$ cat src/rtl/regbuf_parity.sv
`timescale 1ns/1ps
module regbuf_parity #(
  parameter int WIDE_W   = 25,
  parameter int NARROW_W = 14
) (
  input  logic                clk,
  input  logic                rst_n,
  input  logic [1:0]          cfg,
  input  logic [WIDE_W-1:0]   d_in,
  input  logic                cke_in,
  input  logic                odt_in,
  input  logic                dcs_n,
  input  logic                csr_n,
  input  logic                par_in,
  input  logic                ppi,
  output logic [WIDE_W-1:0]   q_a,
  output logic [NARROW_W-1:0] q_b,
  output logic                cke_q,
  output logic                odt_q,
  output logic                cs_q,
  output logic                ppo,
  output logic                err_n
);
  localparam int PAD_W = WIDE_W - NARROW_W;
  localparam logic [1:0] M_ONE = 2'd0, M_A = 2'd1, M_B = 2'd2;

  logic [1:0] mode_q;
  logic       cap_q, npar_q;

  wire sel       = ~dcs_n | ~csr_n;
  wire wide_bad  = ^{d_in, par_in};
  wire narrow_p  = ^d_in[NARROW_W-1:0];
  wire [WIDE_W-1:0] split_word = {{PAD_W{1'b0}}, d_in[NARROW_W-1:0]};

  always_ff @(posedge clk)
    if (!rst_n)
      mode_q <= (cfg == 2'b01) ? M_A : (cfg == 2'b11) ? M_B : M_ONE;

  always_ff @(posedge clk or negedge rst_n) begin
    if (!rst_n) begin
      q_a    <= '0;
      q_b    <= '0;
      cke_q  <= 1'b0;
      odt_q  <= 1'b0;
      cs_q   <= 1'b0;
      ppo    <= 1'b0;
      err_n  <= 1'b1;
      cap_q  <= 1'b0;
      npar_q <= 1'b0;
    end else begin
      cke_q <= cke_in;
      odt_q <= odt_in;
      cs_q  <= dcs_n;
      case (mode_q)
        M_A: if (sel) begin
          q_a   <= split_word;
          q_b   <= d_in[NARROW_W-1:0];
          ppo   <= narrow_p ^ par_in;
          err_n <= 1'b1;
        end
        M_B: begin
          if (cap_q) begin
            ppo   <= npar_q ^ ppi;
            err_n <= ~(npar_q ^ ppi);
          end
          if (sel) begin
            q_a    <= split_word;
            q_b    <= d_in[NARROW_W-1:0];
            npar_q <= narrow_p;
          end
          cap_q <= sel;
        end
        default: if (sel) begin
          q_a   <= d_in;
          q_b   <= '0;
          ppo   <= wide_bad;
          err_n <= ~wide_bad;
        end
      endcase
    end
  end
endmodule

$ cat config.mk
export PLATFORM = sky130hd
export DESIGN_NAME = regbuf_parity
export DESIGN_NICKNAME = d
export VERILOG_FILES = /design/src/rtl/regbuf_parity.sv
export SDC_FILE = /design/constraint.sdc
export NUM_CORES = 1
export LEC_CHECK = 0
export ABC_AREA = 1
export BUFFER_PORTS_ARGS = -buffer_cell sky130_fd_sc_hd__buf_2
export CORE_MARGIN = 5
export CORE_UTILIZATION = 40
export DETAILED_ROUTE_END_ITERATION = 12
export GPL_TIMING_DRIVEN = 0
export PLACE_DENSITY = 0.72
export SYNTH_ARGS = -nofsm -noshare
export SYNTH_HDL_FRONTEND = slang
export SYNTH_SLANG_ARGS = --single-unit
$ cat constraint.sdc
create_clock -name clk -period 1.8 [get_ports clk]
set_clock_uncertainty 0.05 [all_clocks]
set_input_delay 0.09 -clock clk [delete_from_list [all_inputs] [get_ports clk]]
set_output_delay 0.09 -clock clk [all_outputs]
set_load 0.01 [all_outputs]
Yosys cells after proc, flatten, opt, wreduce, memory -nomap -nowiden
Index checks and enable logic that the tools add are counted.
{"block": "op_classes", "bitwise": 7, "muxes": 15, "n_reduce_logical": 6, "n_eq_ne": 6}
{"cell": "two-way mux 25 bit", "n": 3}
{"cell": "two-way mux 14 bit", "n": 3}
{"cell": "parity 26 bit", "n": 1}
{"cell": "parity 14 bit", "n": 1}
{"cell": "two-way mux 1 bit", "n": 6}
{"cell": "equality test 2 x 1 -> 1 bit, second input constant", "n": 2}
{"cell": "equality test 2 bit, second input constant", "n": 2}
{"cell": "inequality test 2 bit, second input constant", "n": 2}
{"cell": "NOT 1 bit", "n": 4}
{"cell": "one-hot mux 1 bit (2 select lines)", "n": 2}
{"cell": "AND reduction 3 bit", "n": 1}
{"cell": "two-way mux 2 bit", "n": 1}
{"cell": "AND reduction 2 bit", "n": 1}
{"cell": "nonzero test 2 bit", "n": 1}
{"cell": "OR reduction 2 bit", "n": 1}
{"cell": "bitwise XOR 1 bit", "n": 2}
{"cell": "bitwise OR 1 bit", "n": 1}
{"block": "totals", "in_bits": 35, "ff_bits": 48, "out_inout_bits": 44}

Logic depth before layout (Yosys ltp)
Gate-level depths: netlist of the first run.
{"block": "depth", "ltp_word": 4, "ltp_mapped": 16}

Worst setup path before layout of the first run
No wires, ideal clock.
{"block": "synth_timing", "kind": "register -> register", "start": "register mode_q[0]", "end": "register err_n", "t_arrival_ns": 1.397, "setup_ns": 0.060, "t_required_ns": 1.690, "setup_slack_ns": 0.293, "stages_incl_launch_ff": 10, "cell_sequence": "edfxtp_1 -> inv_1 -> ha_1 -> clkbuf_2 -> inv_1 -> clkbuf_1 -> o21ai_0 -> nand2_1 -> nand2_1 -> nand2_1"}
{"block": "synth_between", "elab_chain_cells": 3}
{"element": "start, declared", "line": "27", "source": "logic [1:0] mode_q;"}
{"element": "start signal, assigned", "line": "37", "source": "mode_q <= (cfg == 2'b01) ? M_A : (cfg == 2'b11) ? M_B : M_ONE;"}
{"element": "equality test 2 x 1 -> 1 bit / equality test 2 bit (equally long branches)", "line": "54", "source": "case (mode_q)"}
{"element": "inequality test 2 bit (no source line) / nonzero test 2 bit (equally long branches)"}
{"element": "AND reduction 3 bit (no source line)"}
{"element": "end signal, assigned", "line": "64", "source": "err_n <= ~(npar_q ^ ppi);"}
{"element": "end signal, assigned", "line": "77", "source": "err_n <= ~wide_bad;"}
{"element": "end, declared", "line": "22", "source": "output logic err_n"}
Several ways; a longest one is shown, not always the timed one.
A chain may end at the register's enable or synchronous reset.

Worst setup path in the final report of the first run
{"block": "layout_timing", "start": "register mode_q[0]", "end": "register ppo"}
{"block": "layout_between", "elab_chain_cells": 3}
{"element": "equality test 2 x 1 -> 1 bit / equality test 2 bit (equally long branches)", "line": "54"}
{"element": "inequality test 2 bit (no source line) / nonzero test 2 bit (equally long branches)"}
{"element": "AND reduction 3 bit (no source line)"}
{"element": "end signal, assigned", "line": "58", "source": "ppo <= narrow_p ^ par_in;"}
{"element": "end signal, assigned", "line": "63", "source": "ppo <= npar_q ^ ppi;"}
{"element": "end signal, assigned", "line": "76", "source": "ppo <= wide_bad;"}
{"element": "end, declared", "line": "21", "source": "output logic ppo,"}
Several ways; a longest one is shown, not always the timed one.

==> results of run 1 <==
-- routing by layer --
metal / vias to the layer above / GRT usage, % / routed length (um)
met3: 6 / 3.49 / 431
met1: 1181 / 19.2 / 2930
li1: 1391 / - / -
met4: 0 / 6.44 / 101
met2: 64 / 28.1 / 3200
met5: - / 0 / 0
-- worst min-delay path by stage --
stage	start	end	slack, ns	depth (start not counted)
CTS	cfg[0]	mode_q[1]	0.0009	3
detailed placement	odt_in	odt_q	0.15	1
global route	d_in[17]	q_a[17]	0.003	3
floorplan	rst_n	cap_q	-0.26	0
global placement	odt_in	odt_q	0.15	1
finish	cfg[0]	mode_q[1]	0.009	3
-- stage by stage --
| step | TNS [ns] | area (sq um) | cells | util [%] | setup WS, ns |
|---|---|---|---|---|---|
| global placement | 0 | 3200 | 558 | 47.6 | 0.00534 |
| detailed placement | -0.0261 | 3200 | 558 | 47.6 | -0.0261 |
| floorplan | 0 | 2730 | 404 | - | 0.293 |
| global route | -0.00576 | 3430 | 573 | 51.1 | -0.00576 |
| finish | 0 | 3430 | 573 | 51.1 | 0.136 |
| CTS | 0 | 3430 | 573 | 51.0 | 0.114 |
-- area by class of cell --
cell class                 instances  area [sq um]
fill                             662          3280
multi-input combinational        292          1250
sequential                        48          1210
timing repair buffer              82           453
inverter                          51           191
tap                               80           100
clock buffer                       6          93.8
buffer                            12          68.8
clock inverter                     2          60.1
-- power groups by stage --
| stage | clock, mW | sequential (mW) | combinational [mW] |
|---|---|---|---|
| global route | 1.07 | 1.29 | 0.837 |
| global placement | 0 | 1.30 | 0.705 |
| detailed placement | 0 | 1.30 | 0.725 |
| CTS | 1.02 | 1.28 | 0.740 |
| finish | 1.00 | 1.28 | 0.732 |
| floorplan | 0 | 1.35 | 0.389 |
-- worst max-delay path: cells and delay by family (launching register included) --
family | cells | cell delay, ns
buffers and inverters | 4 | 0.64
adder cells (fa/ha/maj) | 1 | 0.22
flip-flops | 1 | 0.40
AND/OR/NAND/NOR | 4 | 0.25
-- what timing repair did --
action,CTS,global route
endpoints found under the hold margin,52,0
pin swaps,0,0
hold buffers,8,0
setup endpoints to repair,1,4
resized for setup,0,2
-- cells by family (layout without fill, tap and decap cells) --
group / count (synthesis) / after routing / synth area share (%)
compound gates: 27 / 27 / 5.87
buf+inv: 64 / 153 / 9.67
flops: 48 / 48 / 44.4
xor+xnor: 9 / 9 / 2.89
simple gates: 254 / 254 / 36.2
fa+ha+maj: 2 / 2 / 0.917
-- Yosys cell counts --
cell type,n,share of area (%)
o21a_1,1,0.28
edfxtp_1,2,2.2
xor2_1,3,0.96
nand2_1,224,31
nor2_1,11,1.5
o31ai_1,9,2.5
o21ai_0,17,3.1
nand2_2,3,0.69
ha_1,2,0.92
nand3_2,1,0.37
buf_4,3,0.83
clkbuf_2,1,0.18
xnor2_1,6,1.9
clkbuf_1,5,0.69
dfrtp_1,45,41
buf_6,1,0.41
nor2_2,1,0.23
nand4_1,1,0.23
inv_1,43,5.9
inv_2,8,1.1
nand3_1,13,2.4
dfstp_2,1,0.96
buf_2,3,0.55
==> impl_metrics.py, run 1 <==
metrics = {
    "status": {
        "status": "finished, final reports clean",
    },
    "critical_path": {
        "crit_chain": "inv_1 -> ha_1 -> clkbuf_2 -> inv_1 -> nand2_1 -> inv_1 -> nand2_1 -> nand3_1 -> nand2_1",
        "crit_start": "mode_q[0]",
        "crit_path_max_incr_delay_ns": 0.40,
        "worstPathMaxFanout": 11,
        "critPathSlowestCell": "edfxtp_1",
        "setup.worst_path.start_class": "flip-flop",
        "crit_end": "ppo",
        "regToRegStartpoint": "mode_q[0]",
        "crit_type": "flip-flop to flip-flop",
        "arrival_ns": 1.81,
        "reg2reg_depth": 9,
        "endpoint_kind": "flip-flop",
        "crit_required_ns": 1.95,
        "r2r_end": "ppo",
        "rrSetupSlack_ns": 0.14,
    },
    "layout": {
        "area_growth_pct": 25.9,
        "final_common_cell": "nand2_1",
        "top_register": "q_a",
        "fin_nets": 529,
        "reg_top3": "q_a (25), q_b (14), mode_q (2)",
        "drive_above_1_share_pct": 21.3,
        "final_cell_mix": "nand2_1 (223), buf_2 (76), dfrtp_1 (45)",
        "largest_reg_flops": 25,
        "num_antenna_cells": 0,
    },
    "clocking": {
        "clock-root-buffer": "clkbuf_8",
        "clkTransAtPathRegs_ns": 0.08,
        "ctsLongestPathBuffers": 2,
        "cts_buffers": 5,
        "cts_setup_buffers": 0,
        "clock_latency_ns": 0.30,
        "htreeDepth": 2,
        "cts_tree": "built",
        "cts.sinks": 48,
    },
    "power": {
        "pwr-share-clk_pct": 33.3,
        "p_int_mw": 2.13,
        "totalPowerFinal_mw": 3.01,
        "p_seq_share_pct": 42.4,
        "peakVddDrop_v": 0.000354,
        "power_density_nw_per_um2": 878,
        "p_sw_uw": 883,
        "sw_frac_of_total_pct": 29.3,
        "combinationalPowerShare_pct": 24.3,
        "leakagePower_nw": 2.09,
    },
    "route": {
        "drt_pass1_iterations": 4,
        "drc_errors": 0,
        "num_vias": 2642,
        "routed_wl_um": 6660,
        "drt-initial-drc-count": 114,
        "route.antenna.remaining_nets": 0,
        "drt-vias-per-instance": 4.61,
        "wl_per_cell_um": 11.6,
    },
    "timing": {
        "max_clock_freq_ghz": 0.601,
        "finalHoldViolCount": 0,
        "tightest_slew_ns": 0.635,
        "finalCriticalPeriod_ns": 1.66,
        "slew_violations": 0,
        "setup_viol": 0,
        "relSlewSlack_pct": 57.6,
        "fin_hold_ws_ns": 0.00928,
        "rsz0062_at_grt": "yes",
        "fin_crit_sh_pct": 92.5,
    },
    "die": {
        "design.die.area_sq_um": 8570,
        "io_pins": 79,
        "coreArea_sq_um": 6720,
        "placementRows": 30,
        "die_h_um": 92.6,
        "die_width_um": 92.6,
        "start_util_pct": 40.6,
    },
    "logic_synthesis": {
        "synth_fp_nets": 441,
        "avgSynthCellArea_sq_um": 6.75,
        "synth-warning-count": 0,
        "synthDistinctLibCells": 23,
        "synthCells": 404,
        "synth_seq_cells": 48,
        "syn_area_sq_um": 2730,
        "ys_seq_area_share_pct": 44.4,
    },
    "global_routing": {
        "grtUsageTotal_pct": 16.1,
        "grt_pass1_wl_um": 11200,
        "grt_overflow": 0,
        "grt_pass1_vias": 2509,
        "grt_max_degree": 48,
        "antenna_found_initial": 0,
    },
    "place": {
        "hpwl_um": 5140,
        "gp_congestion": 0.792,
        "port_buffers": 74,
    },
    "worst_hold_path": {
        "holdCritPathClass": "input pin to flip-flop",
    },
    "flow_run": {
        "cap_violations": 0,
    },
}
(Power assumes the default switching activity.)
==> run 2, diff against run 1 <==
==> constraint.sdc (replaced) <==
create_clock -name clk -period 1.8 [get_ports clk]
set_clock_uncertainty 0.05 [all_clocks]
set_input_delay 0.27 -clock clk [delete_from_list [all_inputs] [get_ports clk]]
set_output_delay 0.27 -clock clk [all_outputs]
set_load 0.01 [all_outputs]
==> impl_metrics.py, run 2 (same netlist as run 1, synthesis figures left out) <==
metrics = {
    "clocking": {
        "cts_setup_buffers": 0,
        "cts.sinks": 48,
        "holdBufCountCts": 0,
        "cts_resized": 0,
        "clock-root-buffer": "clkbuf_8",
        "cts_buffers": 5,
        "clkTransAtPathRegs_ns": 0.09,
        "clock_latency_ns": 0.30,
        "ctsLongestPathBuffers": 2,
        "htreeDepth": 2,
        "cts_tree": "built",
    },
    "worst_hold_path": {
        "hold_start": "odt_in",
        "holdCritPathClass": "input pin to flip-flop",
        "whs_path_depth": 1,
        "min_to": "odt_q",
    },
    "timing": {
        "setup_viol": 0,
        "setup_ws_ns": 0.142,
        "slew_violations": 0,
        "rsz0062_at_grt": "yes",
        "relSlewSlack_pct": 30.5,
        "fin_crit_sh_pct": 92.1,
        "max_clock_freq_ghz": 0.603,
        "finalCriticalPeriod_ns": 1.66,
        "finalHoldViolCount": 0,
        "tightest_slew_ns": 1.04,
    },
    "critical_path": {
        "crit_buf_inv": 4,
        "critPathSlowestCell": "edfxtp_1",
        "endpoint_kind": "flip-flop",
        "reg2reg_depth": 9,
        "crit_family": "buffers and inverters",
        "crit_type": "flip-flop to flip-flop",
        "r2r_end": "ppo",
        "worstPathMaxFanout": 11,
        "crit_chain": "inv_1 -> ha_1 -> clkbuf_2 -> inv_1 -> nand2_1 -> inv_1 -> nand2_1 -> nand3_1 -> nand2_1",
        "arrival_ns": 1.81,
        "crit_required_ns": 1.95,
        "crit_path_max_incr_delay_ns": 0.40,
        "regToRegStartpoint": "mode_q[0]",
        "rrSetupSlack_ns": 0.14,
        "setup.worst_path.start_class": "flip-flop",
    },
    "die": {
        "placementRows": 30,
        "io_pins": 79,
        "coreArea_sq_um": 6720,
        "die_width_um": 92.6,
        "die_h_um": 92.6,
        "design.die.area_sq_um": 8570,
        "start_util_pct": 40.6,
    },
    "layout": {
        "final_common_cell": "nand2_1",
        "top_register": "q_a",
        "drive_above_1_share_pct": 21.4,
        "area_growth_pct": 22.7,
        "num_antenna_cells": 0,
        "final_core_util_pct": 49.9,
        "reg_top3": "q_a (25), q_b (14), mode_q (2)",
        "final_cell_mix": "nand2_1 (224), buf_2 (77), dfrtp_1 (45)",
        "fillers": 670,
        "largest_reg_flops": 25,
        "fin_nets": 521,
    },
    "route": {
        "drt_pass1_iterations": 5,
        "routed_wl_um": 6570,
        "num_vias": 2623,
        "wl_per_cell_um": 11.6,
        "drt-initial-drc-count": 136,
        "drt-vias-per-instance": 4.64,
        "drc_errors": 0,
        "route.antenna.remaining_nets": 0,
    },
    "global_routing": {
        "antenna_found_initial": 0,
        "grtUsageTotal_pct": 16.0,
        "grt_max_degree": 48,
        "grt_overflow": 0,
        "grt_pass1_vias": 2480,
        "grt_pass1_wl_um": 11100,
    },
    "place": {
        "pre_cts_ws_ns": -0.0261,
        "hpwl_um": 5140,
        "port_buffers": 74,
        "gp_congestion": 0.792,
    },
    "power": {
        "peakVddDrop_v": 0.000355,
        "power_density_nw_per_um2": 895,
        "leakagePower_nw": 2.05,
        "totalPowerFinal_mw": 3.00,
    },
    "status": {
        "status": "finished, final reports clean",
    },
    "flow_run": {
        "cap_violations": 0,
    },
}
==> run 2: cell type report <==
class	count	area (sq um)	area share (%)
sequential	48	1210	36.2
timing repair buffer	74	370	11.1
buffer	12	68.8	2.05
clock buffer	6	93.8	2.80
inverter	51	191	5.72
multi-input combinational	292	1250	37.4
clock inverter	2	60.1	1.79
tap	80	100	2.99
==> run 2: power by group <==
group / internal (mW) / total, mW / switching, mW
Sequential: 1.21 / 1.28 / 0.0647
Clock: 0.638 / 1.00 / 0.365
Combinational: 0.268 / 0.716 / 0.448
Total: 2.12 / 3.00 / 0.878
==> run 2: per-stage QoR <==
stage                     hold WS [ns]  TNS [ns]  instance area (sq um)  instances
after global routing          0.000317  -0.00576                   3350        565
after global placement           0.330         0                   3200        558
after detailed placement         0.330   -0.0261                   3200        558
after CTS                       0.0123         0                   3350        565
final                           0.0154         0                   3350        565
after floorplan                -0.0756         0                   2730        404
==> run 2: how the worst max path moves through the flow <==
stage	from	to	slack [ns]	depth (start not counted)
2_1_floorplan	mode_q[0]	err_n	0.29	9
3_3_place_gp	mode_q[0]	err_n	0.005	9
3_5_place_dp	mode_q[0]	err_n	-0.03	9
4_1_cts	mode_q[1]	ppo	0.12	8
5_1_grt	mode_q[0]	ppo	-0.006	9
6_report	mode_q[0]	ppo	0.14	9
==> run 2: per-layer routing <==
metal | global-route usage, % | routed length [um] | up-vias
li1 | - | - | 1374
met1 | 19.0 | 2850 | 1171
met2 | 27.9 | 3110 | 70
met3 | 3.74 | 496 | 8
met4 | 6.44 | 113 | 0
met5 | 0 | 0 | -
==> run 3, diff against run 2 <==
--- a/config.mk
+++ b/config.mk
@@ -10,8 +10,10 @@
 export CORE_MARGIN = 5
 export CORE_UTILIZATION = 40
 export DETAILED_ROUTE_END_ITERATION = 12
+export GPL_ROUTABILITY_DRIVEN = 0
 export GPL_TIMING_DRIVEN = 0
 export PLACE_DENSITY = 0.72
+export SETUP_SLACK_MARGIN = 0.15
 export SYNTH_ARGS = -nofsm -noshare
 export SYNTH_HDL_FRONTEND = slang
 export SYNTH_SLANG_ARGS = --single-unit
==> impl_metrics.py, run 3 (same netlist as run 1, synthesis figures left out) <==
metrics = {
    "power": {
        "power_density_nw_per_um2": 895,
        "p_int_mw": 2.13,
        "sw_frac_of_total_pct": 29.3,
        "p_seq_share_pct": 42.5,
        "pwr-share-clk_pct": 33.4,
        "combinationalPowerShare_pct": 24.0,
        "leakagePower_nw": 2.06,
        "totalPowerFinal_mw": 3.01,
        "p_sw_uw": 881,
        "peakVddDrop_v": 0.000351,
    },
    "layout": {
        "fin_nets": 522,
        "num_antenna_cells": 0,
        "final_cell_area_sq_um": 3360,
        "area_growth_pct": 23.1,
        "final_cell_count_no_fill": 566,
        "largest_reg_flops": 25,
        "final_common_cell": "nand2_1",
        "top_register": "q_a",
        "reg_top3": "q_a (25), q_b (14), mode_q (2)",
        "drive_above_1_share_pct": 21.8,
        "fillers": 667,
        "final_cell_mix": "nand2_1 (224), buf_2 (78), dfrtp_1 (45)",
    },
    "critical_path": {
        "crit_type": "flip-flop to flip-flop",
        "crit_required_ns": 2.00,
        "crit_start": "mode_q[0]",
        "endpoint_kind": "flip-flop",
        "crit_family": "buffers and inverters",
        "crit_chain": "inv_1 -> ha_1 -> clkbuf_4 -> inv_1 -> buf_2 -> o21ai_0 -> nand2_1 -> nand2_1 -> nand2_1",
        "arrival_ns": 1.76,
        "crit_top_cell": "nand2_1",
        "regToRegStartpoint": "mode_q[0]",
        "rrSetupSlack_ns": 0.23,
        "worstPathMaxFanout": 10,
        "crit_path_max_incr_delay_ns": 0.40,
        "reg2reg_depth": 9,
        "crit_buf_inv": 4,
        "critPathSlowestCell": "edfxtp_1",
        "setup.worst_path.start_class": "flip-flop",
        "r2r_end": "err_n",
        "crit_end": "err_n",
        "cp.depth": 9,
    },
    "timing": {
        "rsz0062_at_grt": "yes",
        "setup_viol": 0,
        "fin_crit_sh_pct": 87.1,
        "max_clock_freq_ghz": 0.638,
        "setup_ws_ns": 0.232,
        "tightest_slew_ns": 1.04,
        "relSlewSlack_pct": 30.5,
        "slew_violations": 0,
        "finalCriticalPeriod_ns": 1.57,
        "fin_setup_tns_ns": 0,
        "finalHoldViolCount": 0,
    },
    "route": {
        "wl_per_cell_um": 11.6,
        "drt-vias-per-instance": 4.61,
        "drt-initial-drc-count": 109,
        "num_vias": 2608,
        "drc_errors": 0,
        "route.antenna.remaining_nets": 0,
        "routed_wl_um": 6580,
        "drt_pass1_iterations": 4,
    },
    "global_routing": {
        "grt_overflow": 0,
        "grtUsageTotal_pct": 16.1,
        "grt_max_degree": 48,
        "grt_pass1_wl_um": 11100,
        "antenna_found_initial": 0,
        "grt_pass1_vias": 2486,
    },
    "clocking": {
        "cts_tree": "built",
        "cts_buffers": 5,
        "htreeDepth": 2,
        "clock-root-buffer": "clkbuf_8",
        "clock_latency_ns": 0.30,
        "cts.sinks": 48,
        "cts_setup_buffers": 0,
        "ctsLongestPathBuffers": 2,
        "holdBufCountCts": 0,
        "clkTransAtPathRegs_ns": 0.09,
    },
    "worst_hold_path": {
        "holdCritPathClass": "input pin to flip-flop",
    },
    "place": {
        "placed_cells": 558,
        "pre_cts_ws_ns": -0.0261,
        "hpwl_um": 5140,
        "port_buffers": 74,
        "placed_area_sq_um": 3200,
    },
    "die": {
        "coreArea_sq_um": 6720,
        "placementRows": 30,
        "die_width_um": 92.6,
        "io_pins": 79,
        "design.die.area_sq_um": 8570,
        "start_util_pct": 40.6,
        "die_h_um": 92.6,
    },
    "status": {
        "status": "finished, final reports clean",
    },
    "flow_run": {
        "cap_violations": 0,
    },
}
[run 3: changes by cell type in the layout (fill, tap and decap cells not counted)]
cell	change
buf_2	+1
clkbuf_1	-1
clkbuf_4	+1
[run 3: how the worst min path moves through the flow]
stage / startpoint / slack [ns] / to / depth (start not counted)
after floorplan: rst_n / -0.08 / cap_q / 0
after global placement: odt_in / 0.33 / odt_q / 1
after detailed placement: odt_in / 0.33 / odt_q / 1
after CTS: odt_in / 0.01 / odt_q / 1
after global routing: odt_in / 0.0003 / odt_q / 1
final: odt_in / 0.02 / odt_q / 1
[run 3: what timing repair did]
action	in CTS	in global routing
pin swaps	0	0
setup endpoints to repair	13	18
hold endpoints to repair	0	0
resized for setup	2	3
[run 3: power groups by stage]
stage	registers, mW	clock network [mW]	logic [mW]
final	1.28	1.00	0.722
after global routing	1.29	1.07	0.827
after CTS	1.28	1.02	0.731
after detailed placement	1.30	0	0.725
after global placement	1.30	0	0.705
after floorplan	1.35	0	0.389
[run 3: layout make-up]
| cell class | instances | area (sq um) | share of cell area (%) |
|---|---|---|---|
| Tap cell | 80 | 100 | 2.98 |
| Timing Repair Buffer | 74 | 370 | 11.0 |
| Clock inverter | 2 | 60.1 | 1.79 |
| Buffer | 13 | 77.6 | 2.31 |
| Multi-Input combinational cell | 292 | 1250 | 37.3 |
| Sequential cell | 48 | 1210 | 36.1 |
| Inverter | 51 | 191 | 5.70 |
| Clock buffer | 6 | 93.8 | 2.79 |
[run 3: through the flow]
| stage | hold WS, ns | util, % |
|---|---|---|
| finish | 0.0181 | 50.0 |
| global route | 0.000317 | 50.0 |
| floorplan | -0.0756 | - |
| global placement | 0.330 | 47.6 |
| detailed placement | 0.330 | 47.6 |
| CTS | 0.0123 | 50.0 |
[run 3: worst register-to-register path, cell delays in order (launching register included)]
cell and delay, ns:
edfxtp_1 0.40, inv_1 0.07, ha_1 0.22, clkbuf_4 0.19, inv_1 0.09, buf_2 0.22
o21ai_0 0.12, nand2_1 0.08, nand2_1 0.04, nand2_1 0.05
[run 3: per-layer routing]
| layer | share of wire (%) | wire length (um) | GRT usage, % | vias to the layer above |
|---|---|---|---|---|
| li1 | - | - | - | 1378 |
| met1 | 44 | 2860 | 19.0 | 1160 |
| met2 | 48 | 3150 | 27.9 | 64 |
| met3 | 7.1 | 470 | 3.74 | 6 |
| met4 | 1.4 | 93 | 6.44 | 0 |
| met5 | 0 | 0 | 0 | - |
